$ cat src/rtl/tmr8_pkg.sv
package tmr8_pkg;

    typedef enum logic [1:0] {
        MODE_DUAL = 2'b00,
        MODE_CASC = 2'b01,
        MODE_PPG  = 2'b10,
        MODE_PWM  = 2'b11
    } tmode_e;

    typedef enum logic [1:0] {
        FF_INV  = 2'b00,
        FF_SET  = 2'b01,
        FF_CLR  = 2'b10,
        FF_KEEP = 2'b11
    } ffop_e;

    typedef struct packed {
        logic toggle;
        logic set;
        logic clr;
    } ffev_t;

    function automatic logic is_wave_mode(tmode_e m);
        return (m == MODE_PPG) || (m == MODE_PWM);
    endfunction

endpackage

$ cat src/rtl/tmr8_cfg.sv
module tmr8_cfg
    import tmr8_pkg::*;
#(
    parameter int CW = 8
) (
    input  logic          clk,
    input  logic          rst_n,
    input  logic          mode_we,
    input  logic [1:0]    mode_wdata,
    input  logic          dbuf_wdata,
    input  logic          cmp0_we,
    input  logic [CW-1:0] cmp0_wdata,
    input  logic          cmp1_we,
    input  logic [CW-1:0] cmp1_wdata,
    input  logic          reload_i,
    output tmode_e        mode_o,
    output logic [CW-1:0] cmp0_o,
    output logic [CW-1:0] cmp1_o
);

    tmode_e        mode_q, mode_d;
    logic          dbuf_q;
    logic [CW-1:0] cmp0_q, cmp1_q, buf0_q;
    logic          buffered;

    // mode state: reset enters DUAL, a mode write jumps to the written state
    always_comb begin
        mode_d = mode_q;
        if (mode_we) begin
            unique case (mode_wdata)
                2'b00: mode_d = MODE_DUAL;
                2'b01: mode_d = MODE_CASC;
                2'b10: mode_d = MODE_PPG;
                2'b11: mode_d = MODE_PWM;
                default: mode_d = mode_q;
            endcase
        end
    end

    always_ff @(posedge clk or negedge rst_n) begin
        if (!rst_n) mode_q <= MODE_DUAL;
        else        mode_q <= mode_d;
    end

    assign buffered = dbuf_q && is_wave_mode(mode_q);

    always_ff @(posedge clk or negedge rst_n) begin
        if (!rst_n) begin
            dbuf_q <= 1'b0;
            cmp0_q <= '0;
            cmp1_q <= '0;
            buf0_q <= '0;
        end else begin
            if (mode_we) dbuf_q <= dbuf_wdata;
            if (cmp1_we) cmp1_q <= cmp1_wdata;
            if (cmp0_we) buf0_q <= cmp0_wdata;
            if (reload_i && dbuf_q)         cmp0_q <= buf0_q;
            else if (cmp0_we && !buffered)  cmp0_q <= cmp0_wdata;
        end
    end

    assign mode_o = mode_q;
    assign cmp0_o = cmp0_q;
    assign cmp1_o = cmp1_q;

    AST_BUF_LOAD: assert property (@(posedge clk) disable iff (!rst_n)
        (reload_i && dbuf_q) |=> (cmp0_q == $past(buf0_q)));
    AST_BUF_HOLD: assert property (@(posedge clk) disable iff (!rst_n)
        (buffered && !reload_i) |=> $stable(cmp0_q));

endmodule

$ cat src/rtl/tmr8_core.sv
module tmr8_core
    import tmr8_pkg::*;
#(
    parameter int CW = 8
) (
    input  logic          clk,
    input  logic          rst_n,
    input  tmode_e        mode_i,
    input  logic          run0_i,
    input  logic          run1_i,
    input  logic          tick0_i,
    input  logic          tick1_i,
    input  logic          t1_src_i,
    input  logic [CW-1:0] cmp0_i,
    input  logic [CW-1:0] cmp1_i,
    output logic          irq0_o,
    output logic          irq1_o,
    output logic          reload_o,
    output ffev_t         ev_o
);

    localparam int            CW2 = 2 * CW;
    localparam logic [CW-1:0] ONE = CW'(1);

    logic [CW-1:0]  cnt0_q, cnt1_q, cnt0_d, cnt1_d;
    logic [CW-1:0]  c0_inc, c1_inc;
    logic [CW2-1:0] cat_next;
    logic           step0, step1, carry;
    logic           irq0_ev, irq1_ev;

    always_ff @(posedge clk or negedge rst_n) begin
        if (!rst_n) begin
            cnt0_q <= '0;
            cnt1_q <= '0;
            irq0_o <= 1'b0;
            irq1_o <= 1'b0;
        end else begin
            cnt0_q <= cnt0_d;
            cnt1_q <= cnt1_d;
            irq0_o <= irq0_ev;
            irq1_o <= irq1_ev;
        end
    end

    always_comb begin
        step0    = run0_i && tick0_i;
        c0_inc   = cnt0_q + ONE;
        c1_inc   = cnt1_q + ONE;
        cnt0_d   = run0_i ? cnt0_q : '0;
        cnt1_d   = run1_i ? cnt1_q : '0;
        irq0_ev  = 1'b0;
        irq1_ev  = 1'b0;
        reload_o = 1'b0;
        ev_o     = '0;
        step1    = 1'b0;
        carry    = 1'b0;
        cat_next = '0;
        unique case (mode_i)
            MODE_DUAL: begin
                if (step0) begin
                    if (c0_inc == cmp0_i) begin
                        cnt0_d  = '0;
                        irq0_ev = 1'b1;
                    end else begin
                        cnt0_d = c0_inc;
                    end
                end
                step1 = run1_i && (t1_src_i ? irq0_ev : tick1_i);
                if (step1) begin
                    if (c1_inc == cmp1_i) begin
                        cnt1_d      = '0;
                        irq1_ev     = 1'b1;
                        ev_o.toggle = 1'b1;
                    end else begin
                        cnt1_d = c1_inc;
                    end
                end
            end
            MODE_CASC: begin
                carry = step0 && (cnt0_q == '1);
                if (step0) cnt0_d = c0_inc;
                if (run1_i && carry) cnt1_d = c1_inc;
                cat_next = {cnt1_d, cnt0_d};
                if (step0 && (cat_next == {cmp1_i, cmp0_i})) begin
                    cnt0_d      = '0;
                    cnt1_d      = '0;
                    irq1_ev     = 1'b1;
                    ev_o.toggle = 1'b1;
                end
            end
            MODE_PPG: begin
                cnt1_d = '0;
                if (step0) begin
                    if (c0_inc == cmp1_i) begin
                        cnt0_d      = '0;
                        irq0_ev     = 1'b1;
                        reload_o    = 1'b1;
                        ev_o.toggle = 1'b1;
                    end else begin
                        cnt0_d = c0_inc;
                        if (c0_inc == cmp0_i) ev_o.toggle = 1'b1;
                    end
                end
            end
            MODE_PWM: begin
                cnt1_d = '0;
                if (step0) begin
                    cnt0_d = c0_inc;
                    if (cnt0_q == '1) begin
                        irq0_ev  = 1'b1;
                        reload_o = 1'b1;
                        ev_o.set = 1'b1;
                    end else if (c0_inc == cmp0_i) begin
                        ev_o.clr = 1'b1;
                    end
                end
            end
            default: ;
        endcase
    end

    AST_HALT_ZERO: assert property (@(posedge clk) disable iff (!rst_n)
        !run0_i |=> (cnt0_q == '0));
    AST_DUAL_CLEAR: assert property (@(posedge clk) disable iff (!rst_n)
        (($past(mode_i) == MODE_DUAL) && irq0_o) |-> (cnt0_q == '0));
    AST_CASC_IRQ0_QUIET: assert property (@(posedge clk) disable iff (!rst_n)
        ($past(mode_i) == MODE_CASC) |-> !irq0_o);
    AST_WAVE_IRQ1_QUIET: assert property (@(posedge clk) disable iff (!rst_n)
        is_wave_mode($past(mode_i)) |-> (!irq1_o && (cnt1_q == '0)));
    AST_NO_TICK_HOLD: assert property (@(posedge clk) disable iff (!rst_n)
        (run0_i && !tick0_i) |=> $stable(cnt0_q));

endmodule

$ cat src/rtl/tmr8_flop.sv
module tmr8_flop
    import tmr8_pkg::*;
(
    input  logic       clk,
    input  logic       rst_n,
    input  logic       ffc_we,
    input  logic [1:0] ffc_wdata,
    input  ffev_t      ev_i,
    output logic       q_o
);

    ffop_e op;
    logic  q_d;

    assign op = ffop_e'(ffc_wdata);

    always_comb begin
        q_d = q_o;
        if (ffc_we && (op != FF_KEEP)) begin
            unique case (op)
                FF_INV:  q_d = ~q_o;
                FF_SET:  q_d = 1'b1;
                FF_CLR:  q_d = 1'b0;
                default: q_d = q_o;
            endcase
        end else if (ev_i.set) begin
            q_d = 1'b1;
        end else if (ev_i.clr) begin
            q_d = 1'b0;
        end else if (ev_i.toggle) begin
            q_d = ~q_o;
        end
    end

    always_ff @(posedge clk or negedge rst_n) begin
        if (!rst_n) q_o <= 1'b0;
        else        q_o <= q_d;
    end

    AST_FF_SET: assert property (@(posedge clk) disable iff (!rst_n)
        (ffc_we && (ffc_wdata == 2'b01)) |=> q_o);
    AST_FF_CLR: assert property (@(posedge clk) disable iff (!rst_n)
        (ffc_we && (ffc_wdata == 2'b10)) |=> !q_o);

endmodule

$ cat src/rtl/tmr8_pair.sv
module tmr8_pair
    import tmr8_pkg::*;
#(
    parameter int CW = 8
) (
    input  logic          clk,
    input  logic          rst_n,
    input  logic          run0,
    input  logic          run1,
    input  logic          tick0,
    input  logic          tick1,
    input  logic          t1_src_match,
    input  logic          cmp0_we,
    input  logic [CW-1:0] cmp0_wdata,
    input  logic          cmp1_we,
    input  logic [CW-1:0] cmp1_wdata,
    input  logic          mode_we,
    input  logic [1:0]    mode_wdata,
    input  logic          dbuf_wdata,
    input  logic          ffc_we,
    input  logic [1:0]    ffc_wdata,
    output logic [1:0]    ffc_rdata,
    output logic          irq0,
    output logic          irq1,
    output logic          tff_out
);

    tmode_e        mode;
    logic [CW-1:0] cmp0, cmp1;
    logic          reload;
    ffev_t         ev;

    tmr8_cfg #(.CW(CW)) u_cfg (
        .clk        (clk),
        .rst_n      (rst_n),
        .mode_we    (mode_we),
        .mode_wdata (mode_wdata),
        .dbuf_wdata (dbuf_wdata),
        .cmp0_we    (cmp0_we),
        .cmp0_wdata (cmp0_wdata),
        .cmp1_we    (cmp1_we),
        .cmp1_wdata (cmp1_wdata),
        .reload_i   (reload),
        .mode_o     (mode),
        .cmp0_o     (cmp0),
        .cmp1_o     (cmp1)
    );

    tmr8_core #(.CW(CW)) u_core (
        .clk      (clk),
        .rst_n    (rst_n),
        .mode_i   (mode),
        .run0_i   (run0),
        .run1_i   (run1),
        .tick0_i  (tick0),
        .tick1_i  (tick1),
        .t1_src_i (t1_src_match),
        .cmp0_i   (cmp0),
        .cmp1_i   (cmp1),
        .irq0_o   (irq0),
        .irq1_o   (irq1),
        .reload_o (reload),
        .ev_o     (ev)
    );

    tmr8_flop u_flop (
        .clk       (clk),
        .rst_n     (rst_n),
        .ffc_we    (ffc_we),
        .ffc_wdata (ffc_wdata),
        .ev_i      (ev),
        .q_o       (tff_out)
    );

    assign ffc_rdata = 2'b11;

    AST_PULSE_SINGLE_SOURCE: assert property (@(posedge clk) disable iff (!rst_n)
        (irq0 && irq1) |-> ($past(mode) == MODE_DUAL));

endmodule

$ cat config.mk
export PLATFORM = sky130hd
export DESIGN_NAME = tmr8_pair
export DESIGN_NICKNAME = d
export VERILOG_FILES = /design/src/rtl/tmr8_pkg.sv /design/src/rtl/tmr8_cfg.sv /design/src/rtl/tmr8_core.sv /design/src/rtl/tmr8_flop.sv /design/src/rtl/tmr8_pair.sv
export SDC_FILE = /design/constraint.sdc
export NUM_CORES = 1
export LEC_CHECK = 0
export ABC_CLOCK_PERIOD_IN_PS = 3900
export BUFFER_PORTS_ARGS = -buffer_cell sky130_fd_sc_hd__buf_2
export CAP_MARGIN = 20
export CORE_MARGIN = 2
export CORE_UTILIZATION = 60
export DETAILED_ROUTE_END_ITERATION = 12
export PLACE_DENSITY_LB_ADDON = 0.12
export SYNTH_ARGS = -nofsm -noshare
export SYNTH_HDL_FRONTEND = slang
export SYNTH_SLANG_ARGS = --single-unit
export TNS_END_PERCENT = 5
$ cat constraint.sdc
create_clock -name clk -period 3.9 [get_ports clk]
set_input_delay 0.78 -clock clk [delete_from_list [all_inputs] [get_ports clk]]
set_output_delay 0.78 -clock clk [all_outputs]
set_load 0.05 [all_outputs]
## Word-level counts from Yosys, hierarchy flattened

Index checks and enable logic that the tools add are counted.

- Input port bits: 32
- Register bits after elaboration: 46
- Output and inout bits: 5

- Muxes and demuxes: 44
- Reductions and logical operators: 18
- Bitwise operators: 1
- $add $sub $neg: 2
- Equal/unequal tests: 15

Operators with widths:

| operator | number |
|---|---|
| $mux 8 | 16 |
| $pmux 8 s4 | 1 |
| $eq 8x8->1 | 3 |
| $pmux 8 s3 | 1 |
| $mux 1 | 18 |
| $add 8x1->8 const B | 2 |
| $eq 16x16->1 | 1 |
| $eq 2x2->1 const B | 5 |
| $logic_and 1x1->1 | 9 |
| $pmux 1 s3 | 3 |
| $eq 8x8->1 const B | 1 |
| $pmux 2 s4 | 1 |
| $eq 2x1->1 const B | 3 |
| $logic_not 2->1 | 3 |
| $mux 2 | 2 |
| $ne 4x4->1 const B | 1 |
| $pmux 1 s2 | 2 |
| $reduce_bool 4->1 | 1 |
| $ne 2x2->1 const B | 1 |
| $reduce_and 2->1 | 1 |
| $reduce_bool 2->1 | 1 |
| $reduce_or 2->1 | 1 |
| $logic_not 1->1 | 1 |
| $logic_or 1x1->1 | 1 |
| $not 1->1 | 1 |

## Logic depth before layout (Yosys ltp)

Gate-level depths: netlist of run 1.

- Depth after elaboration: 13
- Depth in mapped cells: 11
- Depth with buffers taken out: 9

## By module

Synthesis of run 1 repeated with hierarchy kept, for this count alone.

- Cells, all modules: 418
- Area total of the unflattened synthesis: 3833.7 sq um

Modules (own cells, without submodules):

| module | times used | seq. area each (sq um) | area each (sq um) | cells each |
|---|---|---|---|---|
| tmr8_core | 1 | 450.4 | 2580.0 | 335 |
| tmr8_cfg | 1 | 675.6 | 1112.3 | 67 |
| tmr8_flop | 1 | 25.0 | 122.6 | 13 |
| tmr8_pair | 1 | 0.0 | 18.8 | 3 |

## Worst setup path before layout of run 1

OpenSTA, ideal clock, no wires.

- Path kind: input -> register
- Start point: input tick0
- End point: register u_flop.q_o
- Arrival: 3.012 ns
- Path buffers: 1
- Setup time: 0.128 ns
- Stages: 9
- Slack: 0.760 ns
- Cells stage by stage: buf_2 nand3_1 nor4_1 mux2_2 a2111oi_0 o211ai_1 o41a_1 a31oi_1 mux2_1

- Longest elaborated chain between the ends: 11
- Elaborated cells between the ends (all ways): 24
- Classes of those cells: 1 x eq/ne; 16 x mux; 7 x reduce/logical

Ends and longest elaborated chain:

| item | line | text |
|---|---|---|
| start, declared | tmr8_pair.sv:10 | `input logic tick0,` |
| $logic_and 1x1->1 * | tmr8_core.sv:46 | `step0 = run0_i && tick0_i;` |
| $logic_and 1x1->1 | tmr8_core.sv:80 | `carry = step0 && (cnt0_q == '1);` |
| $logic_and 1x1->1 | tmr8_core.sv:82 | `if (run1_i && carry) cnt1_d = c1_inc;` |
| $mux 8 | tmr8_core.sv:82 |  |
| $mux 8 | tmr8_core.sv:58 | `unique case (mode_i)` |
| $eq 16x16->1 | tmr8_core.sv:84 | `if (step0 && (cat_next == {cmp1_i, cmp0_i})) begin` |
| $logic_and 1x1->1 | tmr8_core.sv:84 |  |
| $mux 1 | tmr8_core.sv:84 |  |
| $pmux 1 s3 | tmr8_core.sv:58 |  |
| $reduce_bool 4->1 (no line) | n/a |  |
| $reduce_and 2->1 (no line) | n/a |  |
| end signal, assigned | tmr8_flop.sv:37 | `else q_o <= q_d;` |
| end, declared | tmr8_flop.sv:9 | `output logic q_o` |

Every way passes the cells marked *; elsewhere a longest branch is shown, timed or not. The select of a mux whose other input is x is not followed.
A chain may end at the register's enable or synchronous reset.

## Worst setup path after layout of run 1

- Start point: register u_core.cnt0_q[0]
- End point: register u_flop.q_o

- Longest elaborated chain between the ends: 11
- Elaborated cells between the ends (all ways): 32
- Classes of those cells: 1 x add/sub; 4 x eq/ne; 21 x mux; 6 x reduce/logical

Ends and longest elaborated chain:

| item | line | text |
|---|---|---|
| start, declared | tmr8_core.sv:25 | `logic [CW-1:0] cnt0_q, cnt1_q, cnt0_d, cnt1_d;` |
| start signal, assigned | tmr8_core.sv:38 | `cnt0_q <= cnt0_d;` |
| $add 8x1->8 / $eq 8x8->1 (equally long branches) | tmr8_core.sv:47, tmr8_core.sv:80, tmr8_core.sv:109 |  |
| $eq 8x8->1 / $logic_and 1x1->1 (equally long branches) | n/a |  |
| $mux 1 / $logic_and 1x1->1 (equally long branches) | n/a |  |
| $mux 1 / $mux 8 (equally long branches) | tmr8_core.sv:60, tmr8_core.sv:82 |  |
| $mux 1 / $mux 8 (equally long branches) | tmr8_core.sv:58 |  |
| $mux 1 / $eq 16x16->1 (equally long branches) | tmr8_core.sv:68, tmr8_core.sv:84 |  |
| $logic_and 1x1->1, on equally long branches | tmr8_core.sv:68, tmr8_core.sv:84 |  |
| $mux 1, on equally long branches | tmr8_core.sv:69, tmr8_core.sv:84 |  |
| $pmux 1 s3 | tmr8_core.sv:58 |  |
| $reduce_bool 4->1 (no line) | n/a |  |
| $reduce_and 2->1 (no line) | n/a |  |

Several ways; a longest one is shown, not always the timed one. The select of a mux whose other input is x is not followed.

==> flow_metrics.py, run 1 <==
metrics = {
    "synth": {
        "post-synth-top-count-cell": "dfrtp_1",
        "synth_edf_count": 0,
        "yosysUniqueCellTypes": 71,
        "synthAdderAreaFrac": 0.0168,
        "synth_top_family_by_area": "simple AND/OR/NAND/NOR gates",
        "synthDominantAreaCellType": "dfrtp_1",
        "synth_seq_cells": 46,
        "syn_area_mm2": 0.00373,
        "netlist_instances": 426,
        "syn_avg_cell_area_um2": 8.75,
        "synth-async-reset-ratio": 1.00,
        "seq_area_frac_synth": 0.309,
        "post_synth_mux_area_share": 0.0963,
        "synth_compound_gate_area_share": 0.181,
        "netlist.area_leader.share": 0.309,
        "synth-xor-area-share": 0.0822,
        "synth_top_cells_by_count": "dfrtp_1 (46), nand2_1 (37), nor2_1 (25), xnor2_1 (22), mux2_2 (18)",
        "basic_gate_share_of_the_synthesized_area_counting_and_or_nand_and_nor_cells": 0.262,
        "synth_top_flop_cell": "dfrtp_1",
        "synth.area.top_cells": "dfrtp_1 (31%), mux2_2 (5.4%), xnor2_1 (5.2%)",
        "synth.yosys.warnings": 0,
    },
    "timing": {
        "final-hold-violation-count": 0,
        "report.final.slew_viol_count": 0,
        "fin_crit_sh": 0.919,
        "layout_min_cycle_time_ns": 3.58,
        "max_clock_freq_mhz": 279,
        "final_count_of_negative_setup_slack_endpoints": 0,
        "worst_clock_skew_ns": 0.00706,
        "finalSetupTns_ns": 0,
        "grt_setup_unrepaired": "no",
        "timing_worst_slew_pin_value_ns": 0.544,
        "max-slew-margin-rel": 0.637,
    },
    "detailed_routing": {
        "detail_route.drc_violations": 0,
        "detail_route.wl_per_cell_um": 18.9,
        "drt-initial-drc-count": 336,
        "totalWireLength_um": 9940,
        "detailroute.via_count": 3515,
        "drt_first_pass_iters": 5,
        "drtAntennaViolNets": 0,
        "vias_per_cell": 6.67,
    },
    "power": {
        "post_route_total_power_uw": 1220,
        "power-per-cell-area_mw_per_mm2": 303,
        "power.ir.vdd_worst_v": 0.000321,
        "leakage_uw": 0.00164,
    },
    "global_routing": {
        "grt_pass1_wl_um": 16200,
        "grt_start_max_net_pins": 47,
        "global_route.overflow_total": 0,
        "grt_usage": 0.291,
        "grt_antenna_before_repair": 0,
        "grt_pass1_vias": 3253,
    },
    "setup_path": {
        "cp_slowest_stage_delay_ns": 0.50,
        "worst_r2r_startpoint": "u_core.cnt0_q[0]",
        "worstSetupPathDepth": 9,
        "worstPathBufferInverterCount": 0,
        "critical_path.max_fanout": 11,
        "critical_path.cell_chain": "ha_2 -> nand2_1 -> nor4_1 -> mux2_2 -> a2111oi_0 -> o211ai_1 -> o41a_1 -> a31oi_1 -> mux2_1",
        "critical_path.endpoint_type": "flip-flop",
        "crit_start": "u_core.cnt0_q[0]",
        "worst_ep_arrival_time_ns": 3.78,
        "crit_slowest_cell": "dfrtp_1",
        "worstReg2RegEnd": "u_flop.q_o",
        "critical_path_required_ns": 4.10,
        "crit_family": "compound AO/OA/AOI/OAI gates",
        "worst_r2r_path_depth": 9,
        "criticalPathCategory": "flip-flop to flip-flop",
        "crit_path_end": "u_flop.q_o",
        "critical_path.startpoint_type": "flip-flop",
        "setup.reg_to_reg.worst_slack_ns": 0.32,
    },
    "clock_network": {
        "post_cts.repair.setup_buffers": 0,
        "h_tree_level_count": 2,
        "clk-insertion-delay-late_ns": 0.31,
        "cts_made_buffers": 5,
        "clock_transition_at_the_registers_of_the_reported_paths_ns": 0.09,
        "clock_sinks": 46,
        "clock_tree.root_cell": "clkbuf_8",
        "tritoncts": "yes",
        "clock_path_buffers": 2,
    },
    "die": {
        "number_of_top_level_design_ports": 37,
        "design.die.area_mm2": 0.00686,
        "core_region_area_mm2": 0.00596,
        "fp.dieW_um": 82.8,
        "chipHeight_um": 82.8,
        "fp-row-count": 28,
        "floorplan.initialDensity": 0.626,
    },
    "layout": {
        "antenna_cells_inserted": 0,
        "fraction_of_layout_cells_with_a_size_suffix_above_1": 0.184,
        "n_fill_cell": 514,
        "final_nets": 488,
        "area_delta_synth_final_pct": 8.05,
    },
    "place": {
        "dp_hpwl_um": 7470,
        "port_buffers": 34,
        "gpl.final_weighted_congestion": 1.03,
    },
    "flow_run": {
        "number_of_violations_of_the_max_capacitance_limit": 0,
    },
    "worst_hold_path": {
        "hold_path_class": "input pin to async pin",
    },
    "run_status": {
        "run_status": "finished, final reports clean",
    },
}
## report_power, final
| part | total, uW | internal (uW) | switching (uW) | leakage [uW] |
|---|---|---|---|---|
| sequential | 588 | 521 | 66.7 | 0.000578 |
| clock | 311 | 130 | 181 | 0.0000489 |
| combinational | 324 | 142 | 181 | 0.00101 |
## cells in the final DEF (no fill, tap or decap), drive strengths merged, types with 11 or more instances in the layout
master and count:
a21oi 16, nand2 38, xnor2 22, o211ai 11, o21ai 14, mux2i 13
mux2 20, buf 43, nand3 17, inv 16, nor2 25, dfrtp 46
xor2 13, nor3 16
## worst min path at each step
stage                    start                to  slack, ns  cells past startpoint
6_report                 rst_n  u_core.cnt0_q[2]       0.29                      1
3_5_place_dp   u_cfg.buf0_q[4]   u_cfg.buf0_q[4]       0.50                      1
4_1_cts        u_cfg.buf0_q[4]   u_cfg.buf0_q[4]       0.52                      1
5_1_grt                  rst_n  u_core.cnt0_q[1]       0.28                      1
2_1_floorplan            rst_n   u_cfg.buf0_q[0]       0.48                      0
3_3_place_gp   u_cfg.buf0_q[7]   u_cfg.buf0_q[7]       0.49                      1
## sequential cells by signal, summed over array words and instances, names as in the netlist
name	count
u_core.cnt1_q	8
u_cfg.buf0_q	8
u_cfg.cmp1_o	8
u_cfg.dbuf_q	1
u_flop.q_o	1
u_core.cnt0_q	8
u_cfg.mode_o	2
u_core.irq1_o	1
u_core.irq0_o	1
u_cfg.cmp0_o	8
## cells by family after synthesis
logic type,count (synthesis)
xor gates and xnor gates,35
other,1
and+or+nand+nor,169
AOI/OAI and AO/OA,97
muxes,33
DFF,46
buffers and inverters,40
adders and majority gates,5
## routing by layer
layer	GRT usage	up-vias	routed length, um
li1	-	1626	-
met1	0.416	1653	4350
met2	0.451	210	4510
met3	0.0567	26	843
met4	0.0864	0	235
met5	0	-	0
## layout make-up
type	instances	area [um2]	area share
inverter	14	52.6	0.0130
multi-input combinational	341	2390	0.593
tap	75	93.8	0.0233
timing repair buffer	43	250	0.0621
clock inverter	3	22.5	0.00559
sequential	46	1150	0.286
clock buffer	5	68.8	0.0171
## per-stage QoR
stage	cell area, um2	instances	setup slack (ns)	hold slack (ns)	util
after detailed placement	3910	517	0.263	0.496	0.656
after CTS	4000	525	0.221	0.519	0.671
after floorplan	3730	427	0.760	0.481	-
after global routing	4030	527	0.151	0.284	0.676
final	4030	527	0.316	0.286	0.676
after global placement	3910	517	0.410	0.489	0.656
## what timing repair did
item,in CTS,in global routing
gates resized for setup,0,1
setup endpoints to repair,0,1
hold buffers,0,0
Power figures use the tool's default switching activity.
==> inputs of run 2 (changes only) <==
--- a/config.mk
+++ b/config.mk
@@ -8,10 +8,12 @@
 export ABC_CLOCK_PERIOD_IN_PS = 3900
 export BUFFER_PORTS_ARGS = -buffer_cell sky130_fd_sc_hd__buf_2
 export CAP_MARGIN = 20
+export CORE_ASPECT_RATIO = 1.2
 export CORE_MARGIN = 2
 export CORE_UTILIZATION = 60
 export DETAILED_ROUTE_END_ITERATION = 12
 export PLACE_DENSITY_LB_ADDON = 0.12
+export SETUP_SLACK_MARGIN = 0.5
 export SYNTH_ARGS = -nofsm -noshare
 export SYNTH_HDL_FRONTEND = slang
 export SYNTH_SLANG_ARGS = --single-unit
==> flow_metrics.py, run 2 (synthesis gave the netlist of run 1 again) <==
metrics = {
    "run_status": {
        "run_status": "finished, final reports clean",
    },
    "clock_network": {
        "clk-insertion-delay-late_ns": 0.31,
        "h_tree_level_count": 2,
        "clock_path_buffers": 2,
        "hold_buffers": 0,
        "cts_made_buffers": 5,
        "tritoncts": "yes",
        "clock_transition_at_the_registers_of_the_reported_paths_ns": 0.10,
        "clock_tree.root_cell": "clkbuf_8",
        "post_cts.repair.setup_buffers": 0,
        "clock_sinks": 46,
    },
    "layout": {
        "n_fill_cell": 505,
        "area_used_by_sequential_logic_in_the_layout_mm2": 0.00116,
        "fraction_of_layout_cells_with_a_size_suffix_above_1": 0.201,
        "final_nets": 488,
        "design_area_mm2": 0.00413,
        "most_frequent_cells_in_the_layout": "dfrtp_1 (42), nand2_1 (37), buf_2 (34), nor2_1 (25), xnor2_1 (22)",
        "area_delta_synth_final_pct": 10.7,
        "multiInputGateArea_mm2": 0.00242,
        "layout_commonest_cell": "dfrtp_1",
        "antenna_cells_inserted": 0,
    },
    "place": {
        "dp_hpwl_um": 7380,
        "gpl.final_weighted_congestion": 0.995,
        "post_dp_cell_area_mm2": 0.00392,
        "port_buffers": 34,
    },
    "setup_path": {
        "crit_slowest_cell": "or4_4",
        "worst_r2r_path_depth": 8,
        "critical_path.startpoint_type": "input pin",
        "setup.reg_to_reg.worst_slack_ns": 0.71,
        "criticalPathCategory": "input pin to flip-flop",
        "critical_path.max_fanout": 17,
        "worst_ep_arrival_time_ns": 3.36,
        "critical_path.endpoint_type": "flip-flop",
        "cp_slowest_stage_delay_ns": 0.53,
        "critical_path_required_ns": 4.07,
        "critical_path.cell_chain": "buf_2 -> nand4_4 -> o41ai_1 -> o21a_1 -> o2bb2ai_1 -> or4_1 -> or4_4 -> nand2_4 -> o22ai_1",
        "worstReg2RegEnd": "u_core.cnt1_q[1]",
        "worst_r2r_startpoint": "u_core.cnt0_q[3]",
    },
    "die": {
        "chipHeight_um": 90.4,
        "fp.dieW_um": 76.0,
        "floorplan.initialDensity": 0.620,
        "fp-row-count": 31,
        "core_region_area_mm2": 0.00601,
        "design.die.area_mm2": 0.00686,
        "number_of_top_level_design_ports": 37,
    },
    "global_routing": {
        "grt_pass1_vias": 3297,
        "grt_usage": 0.292,
        "grt_antenna_before_repair": 0,
        "global_route.overflow_total": 0,
        "grt_pass1_wl_um": 16200,
        "grt_start_max_net_pins": 47,
    },
    "timing": {
        "worst_clock_skew_ns": 0.0166,
        "grt_setup_unrepaired": "no",
        "report.final.slew_viol_count": 0,
        "finalSetupTns_ns": 0,
        "max-slew-margin-rel": 0.641,
        "timing_worst_slew_pin_value_ns": 0.532,
        "whs_ns": 0.410,
        "final-hold-violation-count": 0,
        "layout_min_cycle_time_ns": 3.19,
        "max_clock_freq_mhz": 314,
        "fin_crit_sh": 0.817,
        "final_count_of_negative_setup_slack_endpoints": 0,
    },
    "detailed_routing": {
        "detail_route.drc_violations": 0,
        "detailroute.via_count": 3434,
        "drt-initial-drc-count": 205,
        "drt_first_pass_iters": 6,
        "totalWireLength_um": 9800,
        "drtAntennaViolNets": 0,
        "vias_per_cell": 6.43,
        "detail_route.wl_per_cell_um": 18.3,
    },
    "power": {
        "power.ir.vdd_worst_v": 0.000186,
        "power-per-cell-area_mw_per_mm2": 329,
        "leakage_uw": 0.00166,
    },
    "flow_run": {
        "number_of_violations_of_the_max_capacitance_limit": 0,
    },
    "worst_hold_path": {
        "hold_path_class": "input pin to async pin",
    },
}
-- run 2: worst max path at each step --
stage | startpoint | endpoint | slack, ns
2_1_floorplan | tick0 | u_flop.q_o | 0.76
3_3_place_gp | tick0 | u_flop.q_o | 0.43
3_5_place_dp | tick0 | u_flop.q_o | 0.40
4_1_cts | u_core.cnt0_q[2] | u_flop.q_o | 0.51
5_1_grt | u_core.cnt1_q[1] | u_flop.q_o | 0.51
6_report | run0 | u_core.cnt1_q[1] | 0.71
-- run 2: per-layer routing --
layer  global-route usage  share of wire  vias to the layer above
met5                    0              0                        -
met4                0.161          0.043                        0
met3               0.0280          0.045                       28
met2                0.510           0.51                      139
met1                0.354           0.40                     1648
li1                     -              -                     1619
-- run 2: repair_timing --
| action | CTS | global route |
|---|---|---|
| gates resized for setup | 2 | 9 |
| setup endpoints to repair | 1 | 16 |
| cloned | 0 | 0 |
-- run 2: layout make-up --
cell class	instances	share of cell area
clock buffer	6	0.0200
multi-input combinational	341	0.587
timing repair buffer	43	0.0606
inverter	14	0.0127
clock inverter	2	0.0145
sequential	46	0.280
tap	82	0.0248
-- run 2: critical path, delay by kind of cell --
family / cells / cell delay [ns]
AO/OA/AOI/OAI: 4 / 0.95
buffers and inverters: 1 / 0.26
AND/OR/NAND/NOR: 4 / 1.37
-- run 2: through the flow --
stage / instances / power, uW / setup WS [ns] / util
4_1_cts: 532 / 1350 / 0.506 / 0.676
3_3_place_gp: 524 / 895 / 0.433 / 0.651
5_1_grt: 534 / 1420 / 0.514 / 0.687
3_5_place_dp: 524 / 906 / 0.403 / 0.651
6_report: 534 / 1360 / 0.713 / 0.687
2_1_floorplan: 427 / 808 / 0.760 / -
-- run 2: power breakdown --
part	switching, uW	internal (uW)	total, uW
logic	183	146	329
clock network	173	274	447
registers	61.4	521	583
==> inputs of run 3 (changes only) <==
--- a/config.mk
+++ b/config.mk
@@ -5,12 +5,12 @@
 export SDC_FILE = /design/constraint.sdc
 export NUM_CORES = 1
 export LEC_CHECK = 0
-export ABC_CLOCK_PERIOD_IN_PS = 3900
+export ABC_CLOCK_PERIOD_IN_PS = 2900
 export BUFFER_PORTS_ARGS = -buffer_cell sky130_fd_sc_hd__buf_2
 export CAP_MARGIN = 20
 export CORE_ASPECT_RATIO = 1.2
 export CORE_MARGIN = 2
-export CORE_UTILIZATION = 60
+export CORE_UTILIZATION = 54
 export DETAILED_ROUTE_END_ITERATION = 12
 export PLACE_DENSITY_LB_ADDON = 0.12
 export SETUP_SLACK_MARGIN = 0.5
==> constraint.sdc (replaced) <==
create_clock -name clk -period 2.9 [get_ports clk]
set_input_delay 0.58 -clock clk [delete_from_list [all_inputs] [get_ports clk]]
set_output_delay 0.58 -clock clk [all_outputs]
set_load 0.05 [all_outputs]
==> flow_metrics.py, run 3 (synthesis gave the netlist of run 1 again) <==
metrics = {
    "die": {
        "core_region_area_mm2": 0.00677,
        "fp.dieW_um": 79.9,
        "design.die.area_mm2": 0.00759,
        "number_of_top_level_design_ports": 37,
        "floorplan.initialDensity": 0.551,
        "chipHeight_um": 95.0,
        "fp-row-count": 33,
    },
    "clock_network": {
        "clock_path_buffers": 2,
        "tritoncts": "yes",
        "clock_tree.root_cell": "clkbuf_8",
        "clk-insertion-delay-late_ns": 0.31,
        "cts_made_buffers": 5,
        "clock_transition_at_the_registers_of_the_reported_paths_ns": 0.09,
        "h_tree_level_count": 2,
        "clock_sinks": 46,
    },
    "timing": {
        "report.final.slew_viol_count": 0,
        "layout_min_cycle_time_ns": 2.92,
        "timing_worst_slew_pin_value_ns": 0.590,
        "grt_setup_unrepaired": "yes",
        "max-slew-margin-rel": 0.601,
        "postLayoutSetupSlackWorst_ns": -0.0229,
        "final-hold-violation-count": 0,
        "worst_clock_skew_ns": 0.0173,
        "finalSetupTns_ns": -0.0828,
        "final_count_of_negative_setup_slack_endpoints": 8,
        "fin_crit_sh": 1.01,
        "max_clock_freq_mhz": 342,
    },
    "layout": {
        "layout_commonest_cell": "buf_4",
        "most_frequent_cells_in_the_layout": "buf_4 (76), dfrtp_1 (41), nand2_1 (35), buf_2 (34), nor2_1 (25)",
        "design_area_mm2": 0.00477,
        "fraction_of_layout_cells_with_a_size_suffix_above_1": 0.349,
        "final_nets": 557,
        "area_delta_synth_final_pct": 27.9,
        "final_core_util": 0.704,
        "antenna_cells_inserted": 0,
    },
    "global_routing": {
        "global_route.overflow_total": 0,
        "grt_pass1_vias": 3593,
        "grt_start_max_net_pins": 47,
        "grt_usage": 0.293,
        "grt_pass1_wl_um": 17200,
        "grt_antenna_before_repair": 0,
    },
    "setup_path": {
        "critical_path.cell_chain": "ha_4 -> and2_1 -> buf_4 -> a31oi_1 -> o211ai_1 -> and2_1 -> or4_1 -> or4_4 -> nand2_4 -> o22ai_1",
        "critical_path.max_fanout": 7,
        "worstPathBufferInverterCount": 1,
        "critical_path_required_ns": 3.08,
        "critPathMostFrequentCell": "and2_1",
        "crit_start": "u_core.cnt0_q[0]",
        "criticalPathCategory": "flip-flop to flip-flop",
        "worstSetupPathDepth": 10,
        "crit_family": "simple AND/OR/NAND/NOR gates",
        "critical_path.startpoint_type": "flip-flop",
        "crit_slowest_cell": "or4_1",
        "worst_ep_arrival_time_ns": 3.10,
        "cp_slowest_stage_delay_ns": 0.53,
        "critical_path.endpoint_type": "flip-flop",
        "worst_r2r_startpoint": "u_core.cnt0_q[0]",
        "worst_r2r_path_depth": 10,
    },
    "place": {
        "dp_hpwl_um": 8360,
        "place_worst_setup_slack_ns": -0.194,
        "post_dp_cell_area_mm2": 0.00453,
        "gpl.final_weighted_congestion": 0.978,
        "port_buffers": 34,
    },
    "detailed_routing": {
        "totalWireLength_um": 10700,
        "met3_layer_wire_length_in_the_routed_design_um": 485,
        "detailroute.wirelength.met2_um": 5590,
        "detail_route.drc_violations": 0,
        "top_signal_layer_used": "met4",
        "vias_per_cell": 6.05,
        "drt-initial-drc-count": 237,
        "drt_first_pass_iters": 4,
        "detailroute.via_count": 3678,
        "detail_route.wl_per_cell_um": 17.6,
        "wl_met1_um": 4130,
        "drtAntennaViolNets": 0,
    },
    "power": {
        "combinational_share_of_power": 0.308,
        "share_clk_of_total_power": 0.235,
        "power.sequential.fraction": 0.456,
        "post_route_total_power_uw": 1710,
        "power.net_switching_uw": 588,
        "power-per-cell-area_mw_per_mm2": 358,
        "power.ir.vdd_worst_v": 0.000289,
        "internal-power_uw": 1120,
        "netSwitchingFraction": 0.344,
        "leakage_uw": 0.00202,
    },
    "flow_run": {
        "number_of_violations_of_the_max_capacitance_limit": 0,
    },
    "run_status": {
        "failed_checks": "setup timing",
        "run_status": "finished, violations left",
    },
    "worst_hold_path": {
        "hold_path_class": "input pin to async pin",
    },
}
run 3: changes by cell type in the layout (fill, tap and decap cells not counted), sizes merged:
cell,change
buf,+69
bufinv,-2
clkinv,+2
run 3: metal layers:
layer | vias to the layer above | global-route usage
li1 | 1766 | -
met1 | 1754 | 0.345
met2 | 119 | 0.529
met3 | 39 | 0.0388
met4 | 0 | 0.136
met5 | - | 0
run 3: metrics by stage:
stage / instances / hold slack (ns)
after floorplan: 427 / 0.284
after global placement: 599 / 0.490
final: 608 / 0.348
after CTS: 607 / 0.382
after global routing: 608 / 0.409
after detailed placement: 599 / 0.500
run 3: final cells by class:
cell class              instances  area [um2]
fillers                       548        2000
flip-flops and latches         46        1160
repair buffers                112         772
clock buffers                   6        72.6
well taps                      87         109
inverters                      14        52.6
clock inverters                 2        13.8
multi-input cells             341        2590
run 3: power by group through the flow:
stage	combinational, uW	clock (uW)	sequential [uW]
finish	527	402	779
global route	574	438	789
CTS	499	413	775
detailed placement	493	0	787
global placement	480	0	784
floorplan	314	0	784
run 3: worst paths after layout:
check                                        end  slack, ns
worst max-delay path            u_core.cnt1_q[3]      -0.02
worst min-delay path             u_cfg.cmp1_o[2]       0.35
worst max register to register  u_core.cnt1_q[3]      -0.02
worst min register to register   u_cfg.buf0_q[2]       0.52
max in group asynchronous       u_core.cnt0_q[7]       2.10
min in group clk                 u_cfg.cmp1_o[7]       0.48
run 3: what timing repair did:
action / 4_1_cts / 5_1_grt
buffers inserted: 0 / 1
setup endpoints to repair: 27 / 27
hold buffers: 0 / 0
gates resized for setup: 11 / 19
pin swaps: 5 / 13
